`config.mk`:
```
export PLATFORM = sky130hd
export DESIGN_NAME = rx_byte_strobe
export DESIGN_NICKNAME = d
export VERILOG_FILES = /design/src/rtl/rxbs_pkg.sv /design/src/rtl/rxbs_sfd_detect.sv /design/src/rtl/rxbs_framer.sv /design/src/rtl/rxbs_accept.sv /design/src/rtl/rx_byte_strobe.sv
export SDC_FILE = /design/constraint.sdc
export NUM_CORES = 1
export LEC_CHECK = 0
export BUFFER_PORTS_ARGS = -buffer_cell sky130_fd_sc_hd__buf_2
export CELL_PAD_IN_SITES_DETAIL_PLACEMENT = 1
export CELL_PAD_IN_SITES_GLOBAL_PLACEMENT = 1
export CORE_MARGIN = 2
export CORE_UTILIZATION = 30
export CTS_CLUSTER_SIZE = 28
export DETAILED_ROUTE_END_ITERATION = 16
export MAX_ROUTING_LAYER = met4
export PLACE_DENSITY_LB_ADDON = 0.1
export SLEW_MARGIN = 10
export SYNTH_ARGS = -nofsm -noshare
export SYNTH_HDL_FRONTEND = slang
export SYNTH_SLANG_ARGS = --single-unit
```
`constraint.sdc`:
```
create_clock -name clk -period 1.5 [get_ports clk]
set_input_delay 0.15 -clock clk [delete_from_list [all_inputs] [get_ports clk]]
set_output_delay 0.15 -clock clk [all_outputs]
set_load 0.01 [all_outputs]
```
`src/rtl/rxbs_pkg.sv`:
```
package rxbs_pkg;
  typedef enum logic {
    MODE_SER = 1'b0,
    MODE_NIB = 1'b1
  } rx_mode_e;

  localparam logic [3:0] NIB_PREAMBLE = 4'h5;
  localparam logic [3:0] NIB_SFD      = 4'hD;
endpackage

```
`src/rtl/rxbs_sfd_detect.sv`:
```
module rxbs_sfd_detect
  import rxbs_pkg::*;
#(
  parameter int NIB_W = 4
) (
  input  logic             clk,
  input  logic             rst,
  input  rx_mode_e         mode,
  input  logic             hunting,
  input  logic             ser_en,
  input  logic             ser_dat,
  input  logic             nib_dv,
  input  logic             nib_er,
  input  logic [NIB_W-1:0] nib_dat,
  output logic             sfd_hit
);
  logic prev_one, prev_pre;
  logic ser_one, nib_ok, nib_pre, nib_sfd;

  always_comb begin
    ser_one = (mode == MODE_SER) && ser_en && ser_dat;
    nib_ok  = (mode == MODE_NIB) && nib_dv && !nib_er;
    nib_pre = nib_ok && (nib_dat == NIB_W'(NIB_PREAMBLE));
    nib_sfd = nib_ok && (nib_dat == NIB_W'(NIB_SFD));
    sfd_hit = hunting && ((ser_one && prev_one) || (nib_sfd && prev_pre));
  end

  // History is only kept while searching; any gap or error clears it.
  always_ff @(posedge clk) begin
    if (rst || !hunting) begin
      prev_one <= 1'b0;
      prev_pre <= 1'b0;
    end else begin
      prev_one <= ser_one;
      prev_pre <= nib_pre;
    end
  end
endmodule

```
`src/rtl/rxbs_framer.sv`:
```
module rxbs_framer
  import rxbs_pkg::*;
#(
  parameter int BYTE_W     = 8,
  parameter int NIB_W      = 4,
  parameter int ADDR_BYTES = 6
) (
  input  logic             clk,
  input  logic             rst,
  input  rx_mode_e         mode,
  input  logic             sfd_hit,
  input  logic             ser_en,
  input  logic             ser_dat,
  input  logic             nib_dv,
  input  logic [NIB_W-1:0] nib_dat,
  output logic             hunting,
  output logic             frame_end,
  output logic             addr_done,
  output logic             strobe_o,
  output logic             in_frame_o,
  output logic             bit_o,
  output logic [NIB_W-1:0] nib_o
);
  localparam int NIB_UNITS = BYTE_W / NIB_W;
  localparam int CW        = $clog2(BYTE_W);
  localparam int BW        = $clog2(ADDR_BYTES + 1);

  logic          in_frame;
  logic [CW-1:0] unit_q;
  logic [BW-1:0] byte_q;
  logic          valid, last_unit;
  logic [CW-1:0] last_idx, half_idx;

  always_comb begin
    valid     = (mode == MODE_NIB) ? nib_dv : ser_en;
    last_idx  = (mode == MODE_NIB) ? CW'(NIB_UNITS - 1) : CW'(BYTE_W - 1);
    half_idx  = (mode == MODE_NIB) ? CW'(NIB_UNITS / 2) : CW'(BYTE_W / 2);
    last_unit = (unit_q == last_idx);
    hunting   = !in_frame;
    frame_end = in_frame && !valid;
    addr_done = in_frame && valid && last_unit && (byte_q == BW'(ADDR_BYTES - 1));
  end

  always_ff @(posedge clk) begin
    if (rst) begin
      in_frame   <= 1'b0;
      unit_q     <= '0;
      byte_q     <= '0;
      strobe_o   <= 1'b0;
      in_frame_o <= 1'b0;
      bit_o      <= 1'b0;
      nib_o      <= '0;
    end else if (!in_frame) begin
      strobe_o   <= 1'b0;
      in_frame_o <= 1'b0;
      bit_o      <= 1'b0;
      nib_o      <= '0;
      if (sfd_hit) begin
        in_frame <= 1'b1;
        unit_q   <= '0;
        byte_q   <= '0;
      end
    end else if (!valid) begin
      in_frame   <= 1'b0;
      strobe_o   <= 1'b0;
      in_frame_o <= 1'b0;
      bit_o      <= 1'b0;
      nib_o      <= '0;
    end else begin
      strobe_o   <= (unit_q < half_idx);
      in_frame_o <= 1'b1;
      bit_o      <= (mode == MODE_SER) && ser_dat;
      nib_o      <= (mode == MODE_NIB) ? nib_dat : '0;
      unit_q     <= last_unit ? '0 : unit_q + 1'b1;
      if (last_unit && byte_q != BW'(ADDR_BYTES))
        byte_q <= byte_q + 1'b1;
    end
  end
endmodule

```
`src/rtl/rxbs_accept.sv`:
```
module rxbs_accept (
  input  logic clk,
  input  logic rst,
  input  logic frame_end,
  input  logic addr_done,
  input  logic ext_reject,
  input  logic int_reject,
  output logic decided_o,
  output logic reject_o
);
  always_ff @(posedge clk) begin
    if (rst || frame_end) begin
      decided_o <= 1'b0;
      reject_o  <= 1'b0;
    end else if (addr_done) begin
      decided_o <= 1'b1;
      reject_o  <= ext_reject || int_reject;
    end
  end
endmodule

```
`src/rtl/rx_byte_strobe.sv`:
```
module rx_byte_strobe
  import rxbs_pkg::*;
#(
  parameter int BYTE_W     = 8,
  parameter int NIB_W      = 4,
  parameter int ADDR_BYTES = 6
) (
  input  logic             clk,
  input  logic             rst,
  input  logic             mode_nib,
  input  logic             ser_en,
  input  logic             ser_dat,
  input  logic             nib_dv,
  input  logic             nib_er,
  input  logic [NIB_W-1:0] nib_dat,
  input  logic             ext_reject,
  input  logic             int_reject,
  output logic             strobe_o,
  output logic             in_frame_o,
  output logic             bit_o,
  output logic [NIB_W-1:0] nib_o,
  output logic             decided_o,
  output logic             reject_o
);
  rx_mode_e mode;
  logic     hunting, sfd_hit, frame_end, addr_done;

  assign mode = rx_mode_e'(mode_nib);

  rxbs_sfd_detect #(.NIB_W(NIB_W)) u_detect (
    .clk(clk), .rst(rst), .mode(mode), .hunting(hunting),
    .ser_en(ser_en), .ser_dat(ser_dat),
    .nib_dv(nib_dv), .nib_er(nib_er), .nib_dat(nib_dat),
    .sfd_hit(sfd_hit)
  );

  rxbs_framer #(.BYTE_W(BYTE_W), .NIB_W(NIB_W), .ADDR_BYTES(ADDR_BYTES)) u_framer (
    .clk(clk), .rst(rst), .mode(mode), .sfd_hit(sfd_hit),
    .ser_en(ser_en), .ser_dat(ser_dat), .nib_dv(nib_dv), .nib_dat(nib_dat),
    .hunting(hunting), .frame_end(frame_end), .addr_done(addr_done),
    .strobe_o(strobe_o), .in_frame_o(in_frame_o), .bit_o(bit_o), .nib_o(nib_o)
  );

  rxbs_accept u_accept (
    .clk(clk), .rst(rst), .frame_end(frame_end), .addr_done(addr_done),
    .ext_reject(ext_reject), .int_reject(int_reject),
    .decided_o(decided_o), .reject_o(reject_o)
  );
endmodule

```
==> metrics.md <==
| Metric | Value |
|---|---|
| Status | `finished, final reports clean` |
| Post-synth EDFFs | `0` |
| Most common cell after layout, fill and taps aside | `buf_2` |
| Worst-path cell chain | `dlygate4sd3_1 -> buf_2 -> and4_1 -> a221oi_2 -> and2b_2 -> mux2_2` |
| Worst R2R Start | `u_framer.unit_q[2]$_SDFFE_PP0P_` |
| Post-DP HPWL | `1.50 mm` |
| Nets | `133` |
| # port buffers | `21` |
| DRT iter0 DRCs | `3` |
| DRT antenna net count | `0` |
| Hold Startpoint | `nib_dat[0]` |
| CTS H-Tree Depth | `1` |
| RSZ-0062 raised after global routing | `true` |
| Reg-to-reg endpoint | `u_accept.reject_o$_SDFFE_PP0P_` |
| Core Rows | `19` |
| First-pass GRT wire length | `3.39 mm` |
| Worst Setup Start Kind | `input pin` |
| Post-DR wirelength/cell | `13.3 µm` |
| Total CTS buffers | `3` |
| Max Clk Rate | `711 MHz` |
| Area growth from synthesis to layout | `31.7%` |
| Worst-path maximum fanout | `3` |
| Cell Area, Synth | `865 µm²` |
| Synth Net Count | `101` |
| Core Area | `2760 µm²` |
| Mapped Cells | `83` |
| Vias in the first global route | `778` |
| Synth Warn # | `0` |
| Post-synth top area cell | `dfxtp_1` |
| I/O Pins | `22` |
| Root Driver | `clkbuf_4` |
| Die area | `3330 µm²` |
| CTS tree | `built` |
| Post-synth cell types | `40` |
| Worst Path Arrival | `1.66 ns` |
| Die height | `57.7 µm` |
| Top area cells in the synthesized netlist | `dfxtp_1, ha_1, and3_2` |
| Yosys reg bits | `18` |
| Setup CP Type | `in2reg` |
| Post-route clock period utilization | `0.938` |
| Slowest-stage cell, CP | `dlygate4sd3_1` |
| DRC Markers | `0` |
| Min-delay worst type | `in2reg` |
| Clk_lat worst skew | `0.30 ns` |
| Min cycle time layout | `1.41 ns` |
| Relative slew slack | `0.699` |
| Largest net degree at the start of global routing | `16` |
| Hold path cells | `2` |
| LEAKAGE | `0.521 nW` |
| Worst R2R Setup Slack | `0.09 ns` |
| Total GRT Usage | `0.139` |
| Initial antenna violation count | `0` |
| Crit. End Element | `flip-flop` |
| Final setup fails | `0` |
| Max-cap viol count | `0` |
| Hold Fails Final Rpt | `0` |
| PwrDens | `752 nW/µm²` |
| Critical Path RT | `1.75 ns` |
| Ys async rst share | `0` |
| VDD IR-drop max | `0.365 mV` |
| Share of the synthesized area in the top cell type | `0.417` |
| Syn avg cell area | `10.4 µm²` |
| Setup TNS | `0 ns` |
| Vias | `742` |
| Layout Utilization | `0.413` |
| Die W | `57.7 µm` |
| Max Slew Vio Count | `0` |
| Clock Path Buffers | `2` |
| Slew @ Worst Pin | `0.449 ns` |
| Main synth FF type | `dfxtp_1` |
| Final wirelength | `1.93 mm` |
| Clk slew on worst S/H paths | `0.10 ns` |
| Avg Vias per Cell | `5.12` |
| End point of the worst hold path | `u_framer.nib_o[0]$_SDFF_PP0_` |
| DRT Pass-1 Iters | `4` |
| Layout cells sized above 1 | `0.491` |
| Ant. Diodes | `0` |
| Routability congestion estimate | `0.742` |
| CP bufs+invs | `2` |
| Most frequent cells in the layout | `buf_2, dfxtp_1, nor2_1, buf_4` |
| CP peak stage delay | `0.53 ns` |
| Starting Density | `0.314` |
| Remaining Overflow, GRT | `0` |
| FF-to-FF path depth | `5` |
| Max Clock Skew | `0.00219 ns` |
| # clock sinks | `18` |
| CP delay by family, top | `buffers and inverters` |
| Seq/Total Area, Yosys | `0.417` |
registers in the layout, indices dropped and copies added, names as in the netlist:
name and cells:
u_accept.decided_o 1, u_accept.reject_o 1, u_detect.prev_one 1, u_detect.prev_pre 1, u_framer.bit_o 1, u_framer.byte_q 3, u_framer.in_frame 1, u_framer.in_frame_o 1
u_framer.nib_o 4, u_framer.strobe_o 1, u_framer.unit_q 3
per-layer routing:
| layer | track usage | routed length, µm | share of wire | up-vias |
|---|---|---|---|---|
| li1 | - | - | - | 370 |
| met1 | 0.172 | 909 | 0.47 | 354 |
| met2 | 0.216 | 907 | 0.47 | 13 |
| met3 | 0.0268 | 63 | 0.033 | 5 |
| met4 | 0.0698 | 45 | 0.023 | 0 |
| met5 | - | 0 | 0 | - |
power by group:
| part | leakage [nW] | switching, mW | total, mW | internal (mW) |
|---|---|---|---|---|
| Sequential | 0.146 | 0.000586 | 0.479 | 0.479 |
| Combinational | 0.354 | 0.0352 | 0.0707 | 0.0354 |
| Clock | 0.0210 | 0.158 | 0.306 | 0.148 |
worst max-delay path by stage:
stage                     cells past startpoint                         endpoint                             from
after floorplan                               5   u_accept.reject_o$_SDFFE_PP0P_  u_framer.unit_q[2]$_SDFFE_PP0P_
after global placement                        6  u_framer.byte_q[2]$_SDFFE_PP0P_  u_framer.unit_q[2]$_SDFFE_PP0P_
after detailed placement                      5   u_accept.reject_o$_SDFFE_PP0P_  u_framer.unit_q[2]$_SDFFE_PP0P_
after CTS                                     5   u_accept.reject_o$_SDFFE_PP0P_  u_framer.unit_q[2]$_SDFFE_PP0P_
after global routing                          5   u_accept.reject_o$_SDFFE_PP0P_  u_framer.unit_q[2]$_SDFFE_PP0P_
final                                         6  u_framer.unit_q[0]$_SDFFE_PP0P_                       nib_dat[3]
cells in the mapped netlist, drive strengths merged, types with 2 or more instances:
library cell and instances:
mux2i 2, nand2 4, nor2 8, dfxtp 18, mux2 2, ha 5, a21oi 2, buf 2
nand3 2, and4b 2, o41ai 2, nor4 2, and3 5, inv 4
what timing repair did:
action,4_1_cts,5_1_grt
pin swaps,2,3
cloned,0,0
hold buffers,1,0
buffers inserted,1,0
endpoints found under the hold margin,1,0
setup endpoints to repair,2,5
gates resized for setup,3,6
worst reg2reg max path, delay by kind of cell (launching register included):
| family | cells | cell delay (ns) |
|---|---|---|
| and+or+nand+nor | 3 | 0.56 |
| DFF | 1 | 0.35 |
| adders and majority gates | 1 | 0.27 |
| muxes | 1 | 0.17 |
area by class of cell:
cell class	instances	area, µm²
clock buffers	4	36.3
fillers	325	1620
inverters	4	15.0
multi-input cells	58	510
flip-flops and latches	18	363
well taps	31	38.8
repair buffers	30	175
per-stage QoR:
step / hold slack (ns) / instances / setup slack (ns) / total power [mW] / area (µm²)
after floorplan: 0.222 / 83 / 0.0577 / 0.522 / 865
after global placement: 0.334 / 139 / 0.0721 / 0.556 / 1040
after detailed placement: 0.335 / 139 / -0.00297 / 0.557 / 1040
after CTS: 0.0944 / 145 / 0.0132 / 0.874 / 1110
after global routing: 0.0975 / 145 / -0.0398 / 0.901 / 1140
final: 0.106 / 145 / 0.0932 / 0.856 / 1140
logic make-up (layout without fill, tap and decap cells):
group | Yosys count | after routing | synth area share
mux | 4 | 4 | 0.0492
compound gates | 13 | 13 | 0.129
simple gates | 35 | 35 | 0.278
fa+ha+maj | 5 | 5 | 0.0724
flops | 18 | 18 | 0.417
buf+inv | 7 | 38 | 0.0362
xor+xnor | 1 | 1 | 0.0188
(Power assumes the default switching activity.)
